File: src/rtl/tbp_pkg.sv
`timescale 1ns/1ps
package tbp_pkg;

   typedef enum logic [1:0] {
      RD_IDLE   = 2'd0,
      RD_FIRST  = 2'd1,
      RD_SECOND = 2'd2
   } rd_state_t;

   typedef enum logic {
      CT_IDLE = 1'b0,
      CT_WAIT = 1'b1
   } ctl_state_t;

   function automatic int cnt_width(input int limit);
      return (limit > 1) ? $clog2(limit) : 1;
   endfunction

endpackage

File: src/rtl/tbp_pair_reader.sv
`timescale 1ns/1ps
module tbp_pair_reader
   import tbp_pkg::*;
#(
   parameter int DATA_W = 8
) (
   input  logic              clk,
   input  logic              rst_n,
   input  logic              go,
   input  logic              rd_ack,
   input  logic [DATA_W-1:0] rd_data,
   output logic              rd_req,
   output logic              pair_valid,
   output logic [DATA_W-1:0] first_q,
   output logic [DATA_W-1:0] second_q
);

   rd_state_t st_q;

   always_ff @(posedge clk) begin
      if (!rst_n) begin
         st_q       <= RD_IDLE;
         pair_valid <= 1'b0;
         first_q    <= '0;
         second_q   <= '0;
      end else begin
         pair_valid <= 1'b0;
         unique case (st_q)
            RD_IDLE: if (go) st_q <= RD_FIRST;
            RD_FIRST: if (rd_ack) begin
               first_q <= rd_data;
               st_q    <= RD_SECOND;
            end
            RD_SECOND: if (rd_ack) begin
               second_q   <= rd_data;
               pair_valid <= 1'b1;
               st_q       <= RD_IDLE;
            end
            default: st_q <= RD_IDLE;
         endcase
      end
   end

   assign rd_req = (st_q != RD_IDLE);

   // request is held until acknowledged
   assert_req_held_R2: assert property (@(posedge clk) disable iff (!rst_n)
      rd_req && !rd_ack |=> rd_req);

   // the controller launches a pair only when the reader is free
   assert_go_when_free_R2: assert property (@(posedge clk) disable iff (!rst_n)
      go |-> !rd_req);

   // a completed pair is reported one cycle after its second acknowledge
   assert_pair_after_ack_R2: assert property (@(posedge clk) disable iff (!rst_n)
      pair_valid |-> !rd_req);

endmodule

File: src/rtl/tbp_limit_counter.sv
`timescale 1ns/1ps
module tbp_limit_counter
   import tbp_pkg::*;
#(
   parameter int LIMIT = 64
) (
   input  logic clk,
   input  logic rst_n,
   input  logic clr,
   input  logic inc,
   output logic at_last
);

   localparam int CNT_W = cnt_width(LIMIT);

   generate
      if (LIMIT == 1) begin : g_single
         logic unused_lc;
         assign unused_lc = ^{clk, rst_n, clr, inc};
         assign at_last   = 1'b1;
      end else begin : g_count
         logic [CNT_W-1:0] cnt_q;

         always_ff @(posedge clk) begin
            if (!rst_n)             cnt_q <= '0;
            else if (clr)           cnt_q <= '0;
            else if (inc && !at_last) cnt_q <= cnt_q + 1'b1;
         end

         assign at_last = (cnt_q == CNT_W'(LIMIT - 1));

         // the pair count never passes the programmed limit
         assert_count_bound_R4: assert property (@(posedge clk) disable iff (!rst_n)
            cnt_q <= CNT_W'(LIMIT - 1));
      end
   endgenerate

endmodule

File: src/rtl/tbp_status_unit.sv
`timescale 1ns/1ps
module tbp_status_unit #(
   parameter int DATA_W  = 8,
   parameter int ACT_BIT = 6,
   parameter int SEL_BIT = 2,
   parameter bit ENABLE  = 1'b1
) (
   input  logic              clk,
   input  logic              rst_n,
   input  logic              capture,
   input  logic [DATA_W-1:0] first_b,
   input  logic [DATA_W-1:0] second_b,
   output logic              st_erasing,
   output logic              st_suspended,
   output logic              st_sector_sel
);

   generate
      if (ENABLE) begin : g_status
         logic act_moved, sel_moved;
         logic unused_su;
         assign act_moved = first_b[ACT_BIT] ^ second_b[ACT_BIT];
         assign sel_moved = first_b[SEL_BIT] ^ second_b[SEL_BIT];
         assign unused_su = ^{first_b, second_b};

         always_ff @(posedge clk) begin
            if (!rst_n) begin
               st_erasing    <= 1'b0;
               st_suspended  <= 1'b0;
               st_sector_sel <= 1'b0;
            end else if (capture) begin
               st_erasing    <= act_moved;
               st_suspended  <= !act_moved && sel_moved;
               st_sector_sel <= sel_moved;
            end
         end

         // status only changes on the cycle after a capture
         assert_status_hold_R8: assert property (@(posedge clk) disable iff (!rst_n)
            !capture |=> $stable({st_erasing, st_suspended, st_sector_sel}));
      end else begin : g_nostatus
         logic unused_su;
         assign unused_su     = ^{clk, rst_n, capture, first_b, second_b};
         assign st_erasing    = 1'b0;
         assign st_suspended  = 1'b0;
         assign st_sector_sel = 1'b0;
      end
   endgenerate

endmodule

File: src/rtl/tbp_poll_ctrl.sv
`timescale 1ns/1ps
module tbp_poll_ctrl
   import tbp_pkg::*;
#(
   parameter int ADDR_W    = 20,
   parameter int DATA_W    = 8,
   parameter int ACT_BIT   = 6,
   parameter int LIM_BIT   = 5,
   parameter int SEL_BIT   = 2,
   parameter int MAX_POLLS = 64,
   parameter bit STATUS_EN = 1'b1
) (
   input  logic              clk,
   input  logic              rst_n,
   input  logic              start,
   input  logic              query,
   input  logic [ADDR_W-1:0] sector_addr,
   output logic              rd_req,
   output logic [ADDR_W-1:0] rd_addr,
   input  logic              rd_ack,
   input  logic [DATA_W-1:0] rd_data,
   output logic              busy,
   output logic              done,
   output logic              fail,
   output logic              st_erasing,
   output logic              st_suspended,
   output logic              st_sector_sel
);

   initial begin
      assert (ADDR_W >= 1) else $error("ADDR_W must be at least 1");
      assert (DATA_W >= 3) else $error("DATA_W too small for the status bits");
      assert (MAX_POLLS >= 1) else $error("MAX_POLLS must be at least 1");
      assert (ACT_BIT < DATA_W && LIM_BIT < DATA_W && SEL_BIT < DATA_W)
         else $error("status bit index outside the data width");
      assert (ACT_BIT != LIM_BIT && ACT_BIT != SEL_BIT && LIM_BIT != SEL_BIT)
         else $error("status bit indices must be distinct");
   end

   ctl_state_t        state_q;
   logic              mode_q;
   logic              recheck_q;
   logic [ADDR_W-1:0] addr_q;
   logic              done_q, fail_q;

   logic              go, pair_valid;
   logic [DATA_W-1:0] first_q, second_q;
   logic              act_moved, lim_high;
   logic              finish_ok, finish_bad, cnt_inc, set_recheck, at_last;
   logic              accept;
   logic              unused_top;

   tbp_pair_reader #(.DATA_W(DATA_W)) u_reader (
      .clk        (clk),
      .rst_n      (rst_n),
      .go         (go),
      .rd_ack     (rd_ack),
      .rd_data    (rd_data),
      .rd_req     (rd_req),
      .pair_valid (pair_valid),
      .first_q    (first_q),
      .second_q   (second_q)
   );

   tbp_limit_counter #(.LIMIT(MAX_POLLS)) u_limit (
      .clk     (clk),
      .rst_n   (rst_n),
      .clr     (accept),
      .inc     (cnt_inc),
      .at_last (at_last)
   );

   tbp_status_unit #(
      .DATA_W  (DATA_W),
      .ACT_BIT (ACT_BIT),
      .SEL_BIT (SEL_BIT),
      .ENABLE  (STATUS_EN)
   ) u_status (
      .clk           (clk),
      .rst_n         (rst_n),
      .capture       (pair_valid && state_q == CT_WAIT && mode_q),
      .first_b       (first_q),
      .second_b      (second_q),
      .st_erasing    (st_erasing),
      .st_suspended  (st_suspended),
      .st_sector_sel (st_sector_sel)
   );

   assign act_moved  = first_q[ACT_BIT] ^ second_q[ACT_BIT];
   assign lim_high   = second_q[LIM_BIT];
   assign accept     = (state_q == CT_IDLE) && start;
   assign unused_top = ^{first_q, second_q};

   always_comb begin
      go          = accept;
      finish_ok   = 1'b0;
      finish_bad  = 1'b0;
      cnt_inc     = 1'b0;
      set_recheck = 1'b0;
      if (state_q == CT_WAIT && pair_valid) begin
         if (mode_q || !act_moved) begin
            finish_ok = 1'b1;
         end else if (recheck_q) begin
            finish_bad = 1'b1;
         end else if (lim_high) begin
            set_recheck = 1'b1;
            go          = 1'b1;
         end else begin
            cnt_inc = 1'b1;
            if (at_last) finish_bad = 1'b1;
            else         go         = 1'b1;
         end
      end
   end

   always_ff @(posedge clk) begin
      if (!rst_n) begin
         state_q   <= CT_IDLE;
         mode_q    <= 1'b0;
         recheck_q <= 1'b0;
         addr_q    <= '0;
         done_q    <= 1'b0;
         fail_q    <= 1'b0;
      end else begin
         done_q <= finish_ok;
         fail_q <= finish_bad;
         if (accept) begin
            state_q   <= CT_WAIT;
            addr_q    <= sector_addr;
            mode_q    <= query;
            recheck_q <= 1'b0;
         end else if (finish_ok || finish_bad) begin
            state_q <= CT_IDLE;
         end
         if (set_recheck) recheck_q <= 1'b1;
      end
   end

   assign busy    = (state_q == CT_WAIT);
   assign done    = done_q;
   assign fail    = fail_q;
   assign rd_addr = addr_q;

   // results are single-cycle pulses
   assert_pulse_R6: assert property (@(posedge clk) disable iff (!rst_n)
      (done || fail) |=> !(done || fail));

   // a result is never reported while busy
   assert_idle_on_result_R6: assert property (@(posedge clk) disable iff (!rst_n)
      (done || fail) |-> !busy && !rd_req);

   // a start during a running operation leaves the address alone
   assert_start_ignored_R7: assert property (@(posedge clk) disable iff (!rst_n)
      busy && start |=> $stable(rd_addr));

   // busy only rises after a start request
   assert_busy_rise_R9: assert property (@(posedge clk) disable iff (!rst_n)
      $rose(busy) |-> $past(start));

   // the confirming pair is entered only on a high limit bit
   assert_recheck_cause_R5: assert property (@(posedge clk) disable iff (!rst_n)
      $rose(recheck_q) |-> $past(lim_high && pair_valid));

endmodule

File: config.mk
export PLATFORM = sky130hd
export DESIGN_NAME = tbp_poll_ctrl
export DESIGN_NICKNAME = d
export VERILOG_FILES = /design/src/rtl/tbp_pkg.sv /design/src/rtl/tbp_pair_reader.sv /design/src/rtl/tbp_limit_counter.sv /design/src/rtl/tbp_status_unit.sv /design/src/rtl/tbp_poll_ctrl.sv
export SDC_FILE = /design/constraint.sdc
export NUM_CORES = 1
export LEC_CHECK = 0
export CELL_PAD_IN_SITES_DETAIL_PLACEMENT = 0
export CELL_PAD_IN_SITES_GLOBAL_PLACEMENT = 2
export CORE_MARGIN = 2
export CORE_UTILIZATION = 26
export DETAILED_ROUTE_END_ITERATION = 8
export GPL_TIMING_DRIVEN = 0
export PLACE_DENSITY_LB_ADDON = 0.15
export SYNTH_ARGS = -nofsm -noshare
export SYNTH_HDL_FRONTEND = slang
export SYNTH_SLANG_ARGS = --single-unit
File: constraint.sdc
create_clock -name clk -period 4.5 [get_ports clk]
set_input_delay 0.9 -clock clk [delete_from_list [all_inputs] [get_ports clk]]
set_output_delay 0.9 -clock clk [all_outputs]
set_load 0.05 [all_outputs]
# After elaboration in Yosys (flattened, before gate mapping)
# Index checks and enable logic that the tools add are counted.
# totals
ff_bits,51
inputBits,33
out_inout_bits,27
word_cells,72
# classes
n_addsub,1
n_eq_ne,6
n_mux,29
bitwise,4
reduce_logical,18
# ops
op,n
$mux W1,25
$add A6 B1 Y6 const B,1
$eq A6 B6 Y1 const B,1
$mux W2,3
$ne A2 B2 Y1 const B,3
$pmux W2 S3,1
$reduce_and A2 Y1,3
$reduce_bool A2 Y1,3
$logic_and A1 B1 Y1,5
$reduce_and A3 Y1,1
$eq A2 B1 Y1 const B,1
$eq A2 B2 Y1 const B,1
$logic_not A1 Y1,2
$logic_not A2 Y1,1
$logic_or A1 B1 Y1,2
$not A1 Y1,2
$reduce_or A2 Y1,1
$xor A1 B1 Y1,2

# Longest topological paths before layout
# logic_depth
depth_word,9
ltp_mapped,6
depth_no_buf,5

# By module
# From an unflattened synthesis, not the netlist that was laid out.
# unflattened
cells_unflattened,236
hier_area_um2,2219.6
# modules_own_cells
module,instances,cells_per_inst,area_per_inst_um2,seq_area_each_um2
tbp_poll_ctrl,1,115,1058.5,500.5
tbp_pair_reader,1,74,723.2,380.4
tbp_limit_counter,1,33,301.5,120.1
tbp_status_unit,1,14,136.4,60.1

# Worst setup path after synthesis
# OpenSTA, ideal clock, no wires.
# synth_path
path_kind,register -> register
start,register state_q (netlist: busy)
end,register u_limit.g_count.cnt_q[4]
setup_ps,70
arrival_ps,1954
required_ps,4430
slack_ps,2476
path_stages_with_launch,6
path_buffers,1
synth_period_minus_slack_ps,2024
path_cell_list,dfxtp_1 nand2_1 or3_4 clkbuf_8 or4_1 a21oi_1
# synth_via
elab_chain_len,3
word_cells_on_any_way,6
cone_classes,mux (1); bitwise (1); reduce/logical (4)
# synth_lines
element,line,rtl
start: declaration,tbp_poll_ctrl.sv:40,ctl_state_t state_q;
start signal: assignment,tbp_poll_ctrl.sv:118,state_q <= CT_IDLE;
start signal: assignment,tbp_poll_ctrl.sv:128,state_q <= CT_WAIT;
start signal: assignment,tbp_poll_ctrl.sv:133,state_q <= CT_IDLE;
$logic_and A1 B1 Y1 / $not A1 Y1 (equally long branches),"tbp_poll_ctrl.sv:100, tbp_poll_ctrl.sv:91",
$mux W1 / $logic_and A1 B1 Y1 (equally long branches),"tbp_poll_ctrl.sv:100, tbp_poll_ctrl.sv:91",
$logic_and A1 B1 Y1 / $reduce_or A2 Y1 (equally long branches),-,
end signal: assignment,tbp_limit_counter.sv:27,else if (inc && !at_last) cnt_q <= cnt_q + 1'b1;
end: declaration,tbp_limit_counter.sv:22,logic [CNT_W-1:0] cnt_q;
# Several ways; a longest one is shown, not always the timed one.
# A chain may end at the register's enable or synchronous reset.

# Worst setup path in the final report
# layout_path
start,register u_reader.st_q[1]
end,output port rd_req
# layout_via
elab_chain_len,1
# layout_lines
element,line,rtl
start: declaration,tbp_pair_reader.sv:18,rd_state_t st_q;
start signal: assignment,tbp_pair_reader.sv:22,st_q <= RD_IDLE;
start signal: assignment,tbp_pair_reader.sv:29,RD_IDLE: if (go) st_q <= RD_FIRST;
start signal: assignment,tbp_pair_reader.sv:32,st_q <= RD_SECOND;
$reduce_bool A2 Y1,tbp_pair_reader.sv:44,assign rd_req = (st_q != RD_IDLE);
end: declaration,tbp_poll_ctrl.sv:18,"output logic rd_req,"
# Every way passes these cells.

==> run summary <==
commonest non-fill, non-tap cells in the layout: 54 x clkdlybuf4s50_1, 50 x nand2_1, 42 x dfxtp_1, 31 x a21oi_1, 13 x nor2_1
layout cells sized above 1: 0.03906
Syn. warnings: 0
Post-Synth XOR/XNOR Area: 0.01090
H-tree depth: 2
fmax: 389.4 MHz
TritonRoute pass-1 iters: 4
root buf cell: clkbuf_8
post-synth net total: 228
TNS Setup: 0 ns
critical path class: flop to primary output
Wirelength per Cell: 12.39 um
number of global-route vias before repair: 1425
slowest CP cell: clkdlybuf4s50_1
max cap viols: 0
IO Port Bufs: 54
dominant cell type by area after synthesis: dfxtp_1
final HPWL from detailed placement: 2901 um
PwrDens: 334.0 mW/mm^2
Comb power frac: 0.172
post-synth cell types: 27
CTS Hold Bufs: 0
CTS max path bufs: 2
Synth Cell Area: 0.001607 sq mm
setup violators final: 0
Post-Synth Simple-Gate Area: 0.2414
IO Pins: 60
Placed Area: 0.002241 sq mm
vias post-DR: 1480
CP Cell Sequence: or2_2 -> clkdlybuf4s50_1
routability cong.: 0.6930
peak supply drop: 0.1713 mV
count of state elements after synthesis: 42
worst relative slew slack: 0.6557
Sw Share: 0.2771
Sequential Power Share: 0.507
# DRC: 0
CTS tree: built
fillers: 654
ant diodes: 0
CP Data Arrival Time: 1.67 ns
CTS Sinks: 42
mux cell area share after synthesis: 0.01869
post-synthesis adder-cell area fraction: 0.007788
final hold violations: 0
compound-gate portion of the synthesized area: 0.1612
Die H: 82.61 um
final wirelength: 4101 um
sequential area share after synthesis: 0.5234
worst hold path class: flop to flop
initial core utilization: 0.2697
Routed Antenna Nets: 0
slowest stage delay, CP: 0.71 ns
clk slew on worst S/H paths: 0.08 ns
RSZ-0062 raised after global routing: no
antenna violations before repair: 0
Fin Hold WS: 0.4539 ns
Leakage: 0.8308 nW
drt first-iter violations: 28
Final min period: 2.568 ns
commonest non-fill, non-tap cell in the layout: clkdlybuf4s50_1
Placeable Area: 0.005956 sq mm
Rows: 28
clock group share of total power: 0.322
CP Launch Type: flop
largest family of logic cells by synthesized area: simple AND/OR/NAND/NOR gates
GR Overflow Total: 0
critical-path maximum fanout: 7
Avg Synthesized Cell Area: 8.281 sq um
largest net degree at the start of global routing: 13
total CTS buffers: 5
Psw: 0.2159 mW
status: finished, final reports clean
Clock Latency Late Sink: 0.29 ns
P&R area growth vs syn: 45.17%
design area: 0.002332 sq mm
post-cts resize count: 0
Worst-Margin Slew: 0.5164 ns
fin nets: 289
top cells by area, synth: dfxtp_1 52%, nand2_1 12%, a21oi_1 9.7%
first-pass GRT wire length: 6755 um
post-DR vias/cell: 4.471
Synth top area share: 0.5234
Fin Clk Skew: 0.003158 ns
CP endpoint kind: primary output
Mapped Cells: 194
Max Transition Viols Final: 0
Required @ worst endpoint: 3.60 ns
period utilization: 0.5707
Cell Int Power: 0.5631 mW
Post-CTS Setup Bufs: 0
Tot GR Track Use: 0.1320
Die ar.: 0.006824 sq mm
die width: 82.61 um
==> critical path: cells and delay by family, from the launching register on <==
family | cells | cell delay [ns]
buffers and inverters | 1 | 0.71
and+or+nand+nor | 1 | 0.30
DFF | 1 | 0.36
==> logic make-up (layout without fill, tap and decap cells) <==
family / count (synthesis) / after routing
and+or+nand+nor: 86 / 86
AOI/OAI and AO/OA: 47 / 47
DFF: 42 / 42
buffers and inverters: 13 / 75
muxes: 3 / 3
xor gates and xnor gates: 2 / 2
adders and majority gates: 1 / 1
==> worst paths after layout <==
check,cells past startpoint,slack [ns],start,endpoint
hold reg to reg,2,0.45,rd_addr[18],rd_addr[18]
setup reg to reg,5,2.69,u_reader.first_q[6],u_limit.g_count.cnt_q[4]
setup / recovery,2,1.93,u_reader.st_q[1],rd_req
hold / removal,2,0.45,rd_addr[18],rd_addr[18]
==> stage by stage <==
| stage | std cells | total power [mW] | setup WS [ns] | util |
|---|---|---|---|---|
| floorplan | 194 | 0.4782 | 2.476 | - |
| global placement | 323 | 0.5396 | 1.930 | 0.3763 |
| detailed placement | 323 | 0.5392 | 1.894 | 0.3763 |
| CTS | 331 | 0.7932 | 1.910 | 0.3916 |
| global route | 331 | 0.8271 | 1.828 | 0.3916 |
| finish | 331 | 0.7790 | 1.932 | 0.3916 |
==> flip-flops by register name (all words and copies together), names as in the netlist <==
signal,flops
rd_addr,20
u_limit.g_count.cnt_q,6
u_reader.second_q,3
u_reader.first_q,2
u_reader.st_q,2
busy,1
done,1
fail,1
mode_q,1
recheck_q,1
u_reader.pair_valid,1
u_status.st_erasing,1
u_status.st_sector_sel,1
u_status.st_suspended,1
==> layout make-up <==
type                       instances  area (sq um)  share of cell area
tap                               75         93.84             0.04024
sequential                        42         840.8              0.3605
clock inverter                     1         5.005            0.002146
multi-input combinational        139         706.9              0.3031
buffer                            10         47.55             0.02039
inverter                           3         11.26            0.004828
clock buffer                       7         86.33             0.03702
timing repair buffer              54         540.5              0.2318
==> Yosys cell counts <==
master / instances
o22ai_1: 1
and3_1: 3
a211oi_1: 2
nand2b_1: 2
mux2i_1: 3
o21ai_0: 6
o211ai_1: 1
nand2_1: 50
clkinv_1: 1
ha_1: 1
and4b_1: 1
dfxtp_1: 42
nor2b_1: 1
nand3b_1: 2
or3_4: 1
clkbuf_8: 1
or2_2: 1
a21oi_1: 31
xnor2_1: 2
nor3_1: 2
inv_1: 2
o31ai_1: 6
nand3_1: 5
clkbuf_1: 9
or3_1: 1
nor2_1: 13
or4_1: 4
==> power groups by stage <==
stage | sequential, mW | clock (mW) | combinational [mW]
floorplan | 0.441 | 0 | 0.0377
detailed placement | 0.404 | 0 | 0.136
CTS | 0.395 | 0.262 | 0.136
global route | 0.397 | 0.285 | 0.146
finish | 0.395 | 0.251 | 0.134
global placement | 0.404 | 0 | 0.136
==> routing by layer <==
layer | part of all wire | global-route usage | vias to the layer above
li1 | - | - | 782
met1 | 0.51 | 0.1854 | 660
met2 | 0.43 | 0.1839 | 36
met3 | 0.061 | 0.05326 | 2
met4 | 0.0056 | 0.03934 | 0
met5 | 0 | 0 | -
No activity file was read; power rests on OpenSTA's default activity.
